$ cat config.mk
export PLATFORM = sky130hd
export DESIGN_NAME = romstream_top
export DESIGN_NICKNAME = d
export VERILOG_FILES = /design/src/rtl/romstream_pkg.sv /design/src/rtl/romstream_ctrl.sv /design/src/rtl/romstream_datapath.sv /design/src/rtl/romstream_top.sv
export SDC_FILE = /design/constraint.sdc
export NUM_CORES = 1
export LEC_CHECK = 0
export CAP_MARGIN = 25
export CORE_MARGIN = 1
export CORE_UTILIZATION = 29
export CTS_CLUSTER_DIAMETER = 120
export DETAILED_ROUTE_END_ITERATION = 12
export DONT_BUFFER_PORTS = 1
export RECOVER_POWER = 25
export SLEW_MARGIN = 20
export SYNTH_ARGS = -nofsm -noshare
export SYNTH_HDL_FRONTEND = slang
export SYNTH_SLANG_ARGS = --single-unit
$ cat constraint.sdc
create_clock -name clk -period 6.34 [get_ports clk]
set_input_delay 0.951 -clock clk [delete_from_list [all_inputs] [get_ports clk]]
set_output_delay 0.951 -clock clk [all_outputs]
set_load 0.005 [all_outputs]
$ cat src/rtl/romstream_pkg.sv
package romstream_pkg;
  localparam int ADDR_W = 24;
  localparam int ADJ_W = 16;
  localparam int BYTE_W = 8;
  localparam int REG_AW = 4;
  localparam int BASE_BYTES = ADDR_W / BYTE_W;
  localparam int ADJ_BYTES = ADJ_W / BYTE_W;

  localparam logic [REG_AW-1:0] OFF_MAIN = 4'd0;
  localparam logic [REG_AW-1:0] OFF_AUX = 4'd1;
  localparam logic [REG_AW-1:0] OFF_BASE = 4'd2;
  localparam logic [REG_AW-1:0] OFF_ADJ = OFF_BASE + 4'(BASE_BYTES);
  localparam logic [REG_AW-1:0] OFF_STEP = OFF_ADJ + 4'(ADJ_BYTES);
  localparam logic [REG_AW-1:0] OFF_MODE = OFF_STEP + 4'(ADJ_BYTES);
  localparam logic [REG_AW-1:0] OFF_BANK = OFF_ADJ - 4'd1;

  // bit order equals the mode byte bits 6:0
  typedef struct packed {
    logic [1:0] addPolicy;
    logic       stepToAdj;
    logic       adjSigned;
    logic       stepSigned;
    logic       mainUsesAdj;
    logic       stepFromReg;
  } modeT;

  typedef struct packed {
    logic [BASE_BYTES-1:0] wrBase;
    logic [ADJ_BYTES-1:0]  wrAdj;
    logic [ADJ_BYTES-1:0]  wrStep;
    logic                  stepMain;
    logic                  addAdjByte;
    logic                  addAdjFull;
    logic                  capMain;
    logic                  capAux;
    logic                  capZero;
    modeT                  mode;
  } strobeT;
endpackage

$ cat src/rtl/romstream_ctrl.sv
module romstream_ctrl
  import romstream_pkg::*;
(
  input  logic              clk,
  input  logic              rstN,
  input  logic              regWrEn,
  input  logic              regRdEn,
  input  logic [REG_AW-1:0] regAddr,
  input  logic [BYTE_W-1:0] regWrData,
  output strobeT            strobes,
  output logic              rdEnabled,
  output modeT              activeMode
);
  modeT pendMode;
  logic [ADJ_BYTES-1:0] seenAdj;
  logic [ADJ_BYTES-1:0] adjWr;
  logic isWr, isRd, anyAdjWr, pairDone, portRd;
  modeT curMode;

  assign isWr = regWrEn;
  assign isRd = regRdEn && !regWrEn;

  for (genvar i = 0; i < ADJ_BYTES; i++) begin : g_adjWr
    assign adjWr[i] = isWr && (regAddr == OFF_ADJ + REG_AW'(i));
  end

  assign anyAdjWr = |adjWr;
  assign pairDone = anyAdjWr && (&(adjWr | seenAdj));
  assign curMode  = pairDone ? pendMode : activeMode;
  assign portRd   = isRd && (regAddr == OFF_MAIN || regAddr == OFF_AUX);

  always_comb begin
    strobes = '0;
    for (int i = 0; i < BASE_BYTES; i++)
      strobes.wrBase[i] = isWr && (regAddr == OFF_BASE + REG_AW'(i));
    for (int i = 0; i < ADJ_BYTES; i++)
      strobes.wrStep[i] = isWr && (regAddr == OFF_STEP + REG_AW'(i));
    strobes.wrAdj      = adjWr;
    strobes.mode       = curMode;
    strobes.capMain    = isRd && regAddr == OFF_MAIN && rdEnabled;
    strobes.capAux     = isRd && regAddr == OFF_AUX && rdEnabled;
    strobes.capZero    = portRd && !rdEnabled;
    strobes.stepMain   = strobes.capMain;
    strobes.addAdjByte = anyAdjWr && curMode.addPolicy == 2'b01;
    strobes.addAdjFull = (anyAdjWr && curMode.addPolicy == 2'b10) ||
                         (strobes.capAux && curMode.addPolicy == 2'b11);
  end

  always_ff @(posedge clk or negedge rstN) begin
    if (!rstN) begin
      pendMode   <= '0;
      activeMode <= '0;
      seenAdj    <= '0;
      rdEnabled  <= 1'b0;
    end else begin
      if (isWr && regAddr == OFF_MODE)
        pendMode <= modeT'(regWrData[6:0]);
      if (pairDone) begin
        activeMode <= pendMode;
        seenAdj    <= '0;
      end else begin
        seenAdj <= seenAdj | adjWr;
      end
      if (isWr && regAddr == OFF_BANK && regWrData != '0)
        rdEnabled <= 1'b1;
    end
  end
endmodule

$ cat src/rtl/romstream_datapath.sv
module romstream_datapath
  import romstream_pkg::*;
(
  input  logic              clk,
  input  logic              rstN,
  input  strobeT            strobes,
  input  logic [BYTE_W-1:0] regWrData,
  input  logic [BYTE_W-1:0] romMainData,
  input  logic [BYTE_W-1:0] romAuxData,
  output logic [ADDR_W-1:0] romMainAddr,
  output logic [ADDR_W-1:0] romAuxAddr,
  output logic [BYTE_W-1:0] regRdData,
  output logic [ADDR_W-1:0] baseQ
);
  localparam int ADJ_EXT = ADDR_W - ADJ_W;
  localparam int BYTE_EXT = ADDR_W - BYTE_W;

  logic [ADJ_W-1:0]  adjQ, stepQ, adjNext;
  logic [ADDR_W-1:0] adjExt, adjByteExt, stepExt, incr, adjRegExt;
  modeT m;

  assign m = strobes.mode;

  // adjust value including a byte being written this cycle
  always_comb begin
    adjNext = adjQ;
    for (int i = 0; i < ADJ_BYTES; i++)
      if (strobes.wrAdj[i]) adjNext[i*BYTE_W +: BYTE_W] = regWrData;
  end

  assign adjExt     = m.adjSigned ? {{ADJ_EXT{adjNext[ADJ_W-1]}}, adjNext}
                                  : {{ADJ_EXT{1'b0}}, adjNext};
  assign adjByteExt = m.adjSigned ? {{BYTE_EXT{adjNext[BYTE_W-1]}}, adjNext[BYTE_W-1:0]}
                                  : {{BYTE_EXT{1'b0}}, adjNext[BYTE_W-1:0]};
  assign adjRegExt  = m.adjSigned ? {{ADJ_EXT{adjQ[ADJ_W-1]}}, adjQ}
                                  : {{ADJ_EXT{1'b0}}, adjQ};
  assign stepExt    = m.stepSigned ? {{ADJ_EXT{stepQ[ADJ_W-1]}}, stepQ}
                                   : {{ADJ_EXT{1'b0}}, stepQ};
  assign incr       = m.stepFromReg ? stepExt : ADDR_W'(1);

  assign romAuxAddr  = baseQ + adjRegExt;
  assign romMainAddr = m.mainUsesAdj ? romAuxAddr : baseQ;

  always_ff @(posedge clk or negedge rstN) begin
    if (!rstN) begin
      baseQ     <= '0;
      adjQ      <= '0;
      stepQ     <= '0;
      regRdData <= '0;
    end else begin
      for (int i = 0; i < BASE_BYTES; i++)
        if (strobes.wrBase[i]) baseQ[i*BYTE_W +: BYTE_W] <= regWrData;
      for (int i = 0; i < ADJ_BYTES; i++)
        if (strobes.wrStep[i]) stepQ[i*BYTE_W +: BYTE_W] <= regWrData;

      if (strobes.addAdjFull)
        baseQ <= baseQ + adjExt;
      else if (strobes.addAdjByte)
        baseQ <= baseQ + adjByteExt;
      else if (strobes.stepMain && !m.stepToAdj)
        baseQ <= baseQ + incr;

      if (strobes.stepMain && m.stepToAdj)
        adjQ <= adjQ + incr[ADJ_W-1:0];
      else
        adjQ <= adjNext;

      if (strobes.capMain)
        regRdData <= romMainData;
      else if (strobes.capAux)
        regRdData <= romAuxData;
      else if (strobes.capZero)
        regRdData <= '0;
    end
  end
endmodule

$ cat src/rtl/romstream_top.sv
module romstream_top
  import romstream_pkg::*;
(
  input  logic              clk,
  input  logic              rstN,
  input  logic              regWrEn,
  input  logic              regRdEn,
  input  logic [REG_AW-1:0] regAddr,
  input  logic [BYTE_W-1:0] regWrData,
  output logic [BYTE_W-1:0] regRdData,
  output logic [ADDR_W-1:0] romMainAddr,
  output logic [ADDR_W-1:0] romAuxAddr,
  input  logic [BYTE_W-1:0] romMainData,
  input  logic [BYTE_W-1:0] romAuxData
);
  strobeT strobes;
  logic   rdEnabled;
  modeT   activeMode;
  logic [ADDR_W-1:0] baseQ;

  romstream_ctrl u_ctrl (
    .clk(clk), .rstN(rstN), .regWrEn(regWrEn), .regRdEn(regRdEn),
    .regAddr(regAddr), .regWrData(regWrData), .strobes(strobes),
    .rdEnabled(rdEnabled), .activeMode(activeMode)
  );

  romstream_datapath u_dp (
    .clk(clk), .rstN(rstN), .strobes(strobes), .regWrData(regWrData),
    .romMainData(romMainData), .romAuxData(romAuxData),
    .romMainAddr(romMainAddr), .romAuxAddr(romAuxAddr),
    .regRdData(regRdData), .baseQ(baseQ)
  );
endmodule

==> impl_metrics.json, run 1 <==
{
  "cts_tree": "built",
  "synth_edf_count": 0,
  "yosys_register_bits": 81,
  "layout-drive-gt1-share_pct": 9.568,
  "cp_max_fo": 8,
  "outcome": "finished clean",
  "power.leakage_nw": 4.265,
  "hold_viol": 0,
  "num_io_pins": 88,
  "die-area_sq_um": 33660,
  "rsz0062_at_grt": "no",
  "drt_wl_total_microns": 29820,
  "core_area_sq_um": 32450,
  "critical_path_class": "flop to primary output",
  "postCtsSetupBuffers": 0,
  "slew_headroom_pct": 29.96,
  "postCtsHoldBufs": 0,
  "ys_seq_area_share_pct": 21.23,
  "dr_total_vias": 8871,
  "syn_avg_cell_area_sq_um": 7.866,
  "viasPerCell": 5.466,
  "netlist_instances": 1214,
  "min_path_type": "input port to asynchronous set/reset pin",
  "synth_top_area_share_pct": 21.23,
  "htree_levels": 3,
  "clk_pin_slew_ns": 0.07,
  "rows": 66,
  "floorplan.initialDensity_pct": 29.42,
  "finClkSkew_ns": 0.01534,
  "arrival_ns": 4.66,
  "period_share_pct": 88.52,
  "worst_pin_slew_ns": 1.047,
  "required_ns": 5.39,
  "drc": 0,
  "first_global_vias": 8282,
  "powerDensity_nw_per_um2": 474.1,
  "io_buffers": 0,
  "dr.first_iter.drc_count": 552,
  "cts_max_path_buffers": 2,
  "die_h_microns": 183.5,
  "seq_area_sq_um": 2027,
  "antenna_found_initial": 0,
  "grt_max_degree": 82,
  "die_x_microns": 183.5,
  "clock-sinks": 81,
  "num_antenna_cells": 0,
  "insertion_delay_ns": 0.36,
  "grt_use_total_pct": 17.94,
  "grt_pass1_wl_microns": 47090,
  "syn_area_sq_um": 9549,
  "area_growth_pct": 7.691,
  "avgRoutedWirePerCell_microns": 18.38,
  "dr.pass1.iters": 5,
  "maxSlewViolCount": 0,
  "dp_hpwl_microns": 22360,
  "synthArstFlopShare_pct": 100.0,
  "clk_root_buffer_cell": "clkbuf_16",
  "synth_largest_area_cell": "dfrtp_1",
  "gp_congestion": 0.8936,
  "period_minus_slack_ns": 5.612,
  "syn-num-nets": 1321,
  "final_nets": 1283,
  "yosysWarnings": 0,
  "cts_inserted_buffers": 9,
  "max_cap_viol_count": 0,
  "start_kind": "flop",
  "ys_types": 82,
  "cp-end-kind": "primary output",
  "grt_overflow": 0,
  "ir_drop_v": 0.0001648,
  "nFillCells": 3460,
  "final_util_pct": 31.69,
  "synth_area_leaders": "dfrtp_1 21%, ha_1 9.6%, xnor2_1 7.3%, mux2_2 6.0%, a21oi_1 5.5%",
  "max_freq_mhz": 178.2,
  "ant_nets": 0,
  "cts_resized": 0,
  "setup_viol": 0,
  "synth_ff_type": "dfrtp_1",
  "fin_tns_setup_ns": 0,
  "multi_input_area_sq_um": 7087
}
==> registers in the layout, indices dropped and copies added (netlist names) <==
signal	cells
u_dp.baseQ	24
u_dp.adjQ	16
u_ctrl.activeMode	7
u_dp.regRdData	8
u_dp.stepQ	16
u_ctrl.rdEnabled	1
u_ctrl.seenAdj	2
u_ctrl.pendMode	7
==> synth_stat cells, types with 7 or more instances <==
master	count
nor2_1	133
buf_1	8
ha_1	73
o21bai_1	15
nor2b_1	9
a31oi_1	22
o221ai_1	10
mux2_2	51
a22oi_1	9
nor3_1	24
and2_1	12
nand2_1	106
a211oi_1	14
xor2_1	35
dfrtp_1	81
and3_1	10
mux2i_1	10
nand3_1	26
clkbuf_1	53
nand2b_1	7
o211ai_1	10
o21ai_0	77
o21a_1	12
inv_1	48
a21o_1	22
xnor2_1	80
o22ai_1	7
maj3_1	20
a21oi_1	104
a22o_1	16
o31ai_1	12
==> per-stage QoR <==
step | worst slack [ns] | total power [mW] | instance area, sq um | std cells | hold slack [ns]
after floorplan | 0.3485 | 3.550 | 9549 | 1214 | 0.4394
after global placement | 0.6808 | 4.263 | 9971 | 1606 | 0.4633
after detailed placement | 0.6283 | 4.304 | 9978 | 1607 | 0.4602
after CTS | 0.3769 | 4.898 | 10280 | 1623 | 0.2715
after global routing | 0.1265 | 5.350 | 10280 | 1623 | 0.2633
final | 0.7275 | 4.875 | 10280 | 1623 | 0.2803
==> layer usage <==
layer / vias up / global-route usage [%] / routed length [microns]
li1: 4341 / - / -
met1: 4255 / 24.96 / 13970
met2: 252 / 29.00 / 13650
met3: 23 / 3.150 / 1913
met4: 0 / 3.433 / 296
met5: - / 0 / 0
==> cell type report <==
type | instances | area share (%)
Clock inverter | 6 | 0.7057
Sequential cell | 81 | 19.71
Timing Repair Buffer | 17 | 1.241
Tap cell | 442 | 5.378
Inverter | 50 | 1.825
Multi-Input combinational cell | 1017 | 68.91
Clock buffer | 10 | 2.227
==> final timing paths <==
kind                                       from                    to  slack, ns  cells past startpoint
max reg2reg                        u_dp.adjQ[1]        u_dp.baseQ[23]       1.56                     18
min in group clk           u_ctrl.activeMode[2]  u_ctrl.activeMode[2]       0.48                      2
max                               u_dp.baseQ[1]       romMainAddr[22]       0.73                     17
min                                        rstN     u_dp.regRdData[7]       0.28                      0
min reg2reg                u_ctrl.activeMode[2]  u_ctrl.activeMode[2]       0.48                      2
max in group asynchronous                  rstN         u_dp.adjQ[10]       5.88                      0
==> worst max-delay path, stage by stage, from the launching register on <==
cell and delay, ns:
dfrtp_1 0.54, inv_1 0.19, fa_1 0.49, nor2b_1 0.12
o21ai_0 0.13, a21boi_0 0.28, o21ai_0 0.15, a21oi_1 0.31
o21ai_0 0.17, a21boi_1 0.27, o21ai_0 0.19, a21oi_2 0.29
o211ai_1 0.17, a31oi_1 0.22, o21ai_0 0.15, a211oi_1 0.28
o21ai_0 0.13, a31o_2 0.22
==> where the power goes <==
part / switching [mW] / internal, mW / leakage (nW) / total [mW]
logic: 1.84 / 1.38 / 3.13 / 3.23
registers: 0.402 / 0.680 / 0.988 / 1.08
clock network: 0.251 / 0.312 / 0.150 / 0.564
total: 2.50 / 2.38 / 4.26 / 4.88
==> cells by family (layout without fill, tap and decap cells) <==
logic type | after synthesis | count (layout) | share of synthesized area [%]
mux | 64 | 64 | 7.587
buf+inv | 116 | 83 | 4.756
simple gates | 361 | 361 | 17.35
flops | 81 | 81 | 21.23
xor+xnor | 115 | 115 | 10.55
fa+ha+maj | 95 | 95 | 12.08
compound gates | 382 | 382 | 26.45
==> layout by cell type, fill, tap and decap left out, types with 24 or more instances in the layout <==
| cell type | count |
|---|---|
| mux2_2 | 51 |
| o21ai_0 | 77 |
| xor2_1 | 35 |
| nand2_1 | 106 |
| nor3_1 | 24 |
| nand3_1 | 26 |
| inv_1 | 48 |
| a21oi_1 | 103 |
| dfrtp_1 | 81 |
| nor2_1 | 132 |
| ha_1 | 73 |
| xnor2_1 | 80 |
Power figures use the tool's default switching activity.
==> run 2: changes to the inputs <==
Settings changed: ABC_AREA from default to 1.
==> impl_metrics.json, run 2 <==
{
  "io_buffers": 0,
  "synth_edf_count": 0,
  "fin_cells": 2096,
  "cp_max_fo": 18,
  "dr_total_vias": 10800,
  "clk_pin_slew_ns": 0.07,
  "powerDensity_nw_per_um2": 517.1,
  "synth_area_leaders": "dfrtp_1 20%, nand2_1 18%, ha_1 9.0%, inv_1 7.0%, o21ai_0 6.4%",
  "synth_top_area_share_pct": 19.90,
  "cts_resized": 0,
  "period_minus_slack_ns": 5.454,
  "p_sw_mw": 3.368,
  "finClkSkew_ns": 0.01597,
  "drc": 0,
  "synth_largest_area_cell": "dfrtp_1",
  "ant_nets": 0,
  "first_global_vias": 10250,
  "final_util_pct": 31.81,
  "viasPerCell": 5.154,
  "regMostFlops": "u_dp.baseQ",
  "core_area_sq_um": 34540,
  "rows": 68,
  "clkPwrFrac_pct": 10.0,
  "netSwitchingFraction_pct": 59.27,
  "placed_area_sq_um": 10680,
  "required_ns": 5.39,
  "die_x_microns": 189.4,
  "grt_use_total_pct": 21.62,
  "start_kind": "input port",
  "grt_overflow": 0,
  "htree_levels": 3,
  "yosysMostFrequentCell": "nand2_1",
  "area_growth_pct": 7.913,
  "postCtsSetupBuffers": 0,
  "internal_power_mw": 2.315,
  "p_comb_share_pct": 72.0,
  "p_seq_share_pct": 18.0,
  "max_cap_viol_count": 0,
  "rsz0062_at_grt": "no",
  "dr.first_iter.drc_count": 942,
  "synthArstFlopShare_pct": 100.0,
  "gp_congestion": 0.9660,
  "top_regs": "u_dp.baseQ x24, u_dp.adjQ x16, u_dp.stepQ x16",
  "period_share_pct": 86.02,
  "num_io_pins": 88,
  "final_nets": 1743,
  "postCtsHoldBufs": 0,
  "power.leakage_nw": 5.802,
  "ys_types": 55,
  "fin_tns_setup_ns": 0,
  "insertion_delay_ns": 0.36,
  "cts_max_path_buffers": 2,
  "layout_common_cells": "482 x nand2_1, 190 x inv_1, 130 x o21ai_0, 129 x nand3_1, 128 x a21oi_1",
  "cp-end-kind": "primary output",
  "grt_max_degree": 82,
  "worst_pin_slew_ns": 0.9476,
  "syn_area_sq_um": 10180,
  "dr.pass1.iters": 6,
  "cts_tree": "built",
  "max_freq_mhz": 183.4,
  "ir_drop_v": 0.0001572,
  "die_h_microns": 189.4,
  "layout-drive-gt1-share_pct": 9.202,
  "syn-num-nets": 1752,
  "arrival_ns": 4.50,
  "drt_wl_total_microns": 38380,
  "largest_reg_flops": 24,
  "clock-sinks": 81,
  "maxSlewViolCount": 0,
  "dp_hpwl_microns": 31430,
  "yosysWarnings": 0,
  "slew_headroom_pct": 36.59,
  "setup_viol": 0,
  "place_inst": 2080,
  "antenna_found_initial": 0,
  "ys_seq_area_share_pct": 19.90,
  "yosys_register_bits": 81,
  "netlist_instances": 1645,
  "min_path_type": "input port to asynchronous set/reset pin",
  "outcome": "finished clean",
  "cts_inserted_buffers": 9,
  "floorplan.initialDensity_pct": 29.48,
  "syn_avg_cell_area_sq_um": 6.191,
  "mostFrequentLayoutCell": "nand2_1",
  "num_antenna_cells": 0,
  "die-area_sq_um": 35870,
  "synth_ff_type": "dfrtp_1",
  "critical_path_class": "input port to primary output",
  "avgRoutedWirePerCell_microns": 18.31,
  "yosys-top-cells-count": "482 x nand2_1, 190 x inv_1, 130 x o21ai_0",
  "grt_pass1_wl_microns": 59280,
  "hold_viol": 0,
  "finalInstanceArea_sq_um": 10990,
  "clk_root_buffer_cell": "clkbuf_16"
}
==> run 2: final cells by class <==
| type | count | area [sq um] |
|---|---|---|
| fillers | 3874 | 23550 |
| repair buffers | 10 | 75.07 |
| clock buffers | 9 | 225.2 |
| multi-input cells | 1313 | 7181 |
| flip-flops and latches | 81 | 2027 |
| inverters | 221 | 829.5 |
| well taps | 455 | 569.3 |
| clock inverters | 7 | 82.58 |
==> run 2: per-layer routing <==
metal / wire length, microns / share of wire [%] / up-vias / GRT usage (%)
met5: 0 / 0 / - / 0
met4: 939 / 2.4 / 0 / 6.390
met3: 2477 / 6.5 / 48 / 2.929
met2: 17490 / 46 / 362 / 35.50
met1: 17480 / 46 / 4983 / 29.26
li1: - / - / 5410 / -
==> run 2: power by group through the flow <==
| stage | Combinational (mW) | Sequential (mW) | Clock [mW] |
|---|---|---|---|
| global route | 4.57 | 1.04 | 0.601 |
| floorplan | 3.08 | 0.869 | 0 |
| finish | 4.09 | 1.02 | 0.570 |
| global placement | 4.01 | 1.02 | 0 |
| detailed placement | 4.04 | 1.02 | 0 |
| CTS | 4.06 | 1.01 | 0.583 |
==> run 2: worst max-delay path, stage by stage <==
cell	delay [ns]
nand2_2	0.05
nor2_4	0.16
nand2_4	0.17
nand2_4	0.12
nand3_4	0.17
inv_1	0.19
or2_2	0.13
o21ai_0	0.07
buf_4	0.17
nor2_1	0.52
ha_1	0.41
a21oi_1	0.26
o21ai_0	0.13
a221oi_1	0.29
nand3_1	0.16
xor2_1	0.32
nand2_1	0.10
o21ai_0	0.14
==> run 2: through the flow <==
stage / total power [mW] / hold slack, ns / setup slack (ns)
floorplan: 3.946 / 0.4479 / 1.887
finish: 5.682 / 0.2917 / 0.8863
global placement: 5.033 / 0.4682 / 1.013
CTS: 5.655 / 0.2757 / 0.9064
global route: 6.217 / 0.2776 / 0.5353
detailed placement: 5.065 / 0.4749 / 0.9248
==> run 2: path summary, 6_finish.rpt <==
kind	from	depth (start not counted)	slack (ns)	end
worst max-delay path	regAddr[2]	18	0.89	romMainAddr[23]
worst min-delay path	rstN	0	0.29	u_dp.baseQ[23]
worst max register to register	u_ctrl.seenAdj[1]	23	2.50	u_dp.baseQ[16]
worst min register to register	u_dp.stepQ[0]	2	0.49	u_dp.stepQ[0]
max in group asynchronous	rstN	0	5.89	u_dp.stepQ[0]
min in group clk	u_dp.stepQ[0]	2	0.49	u_dp.stepQ[0]
==> run 2: cell families after synthesis <==
logic type	after synthesis	synth area share, %
buffers and inverters	251	9.694
DFF	81	19.90
muxes	1	0.09830
and+or+nand+nor	840	37.57
AOI/OAI and AO/OA	343	18.72
adders and majority gates	75	9.362
xor gates and xnor gates	54	4.644
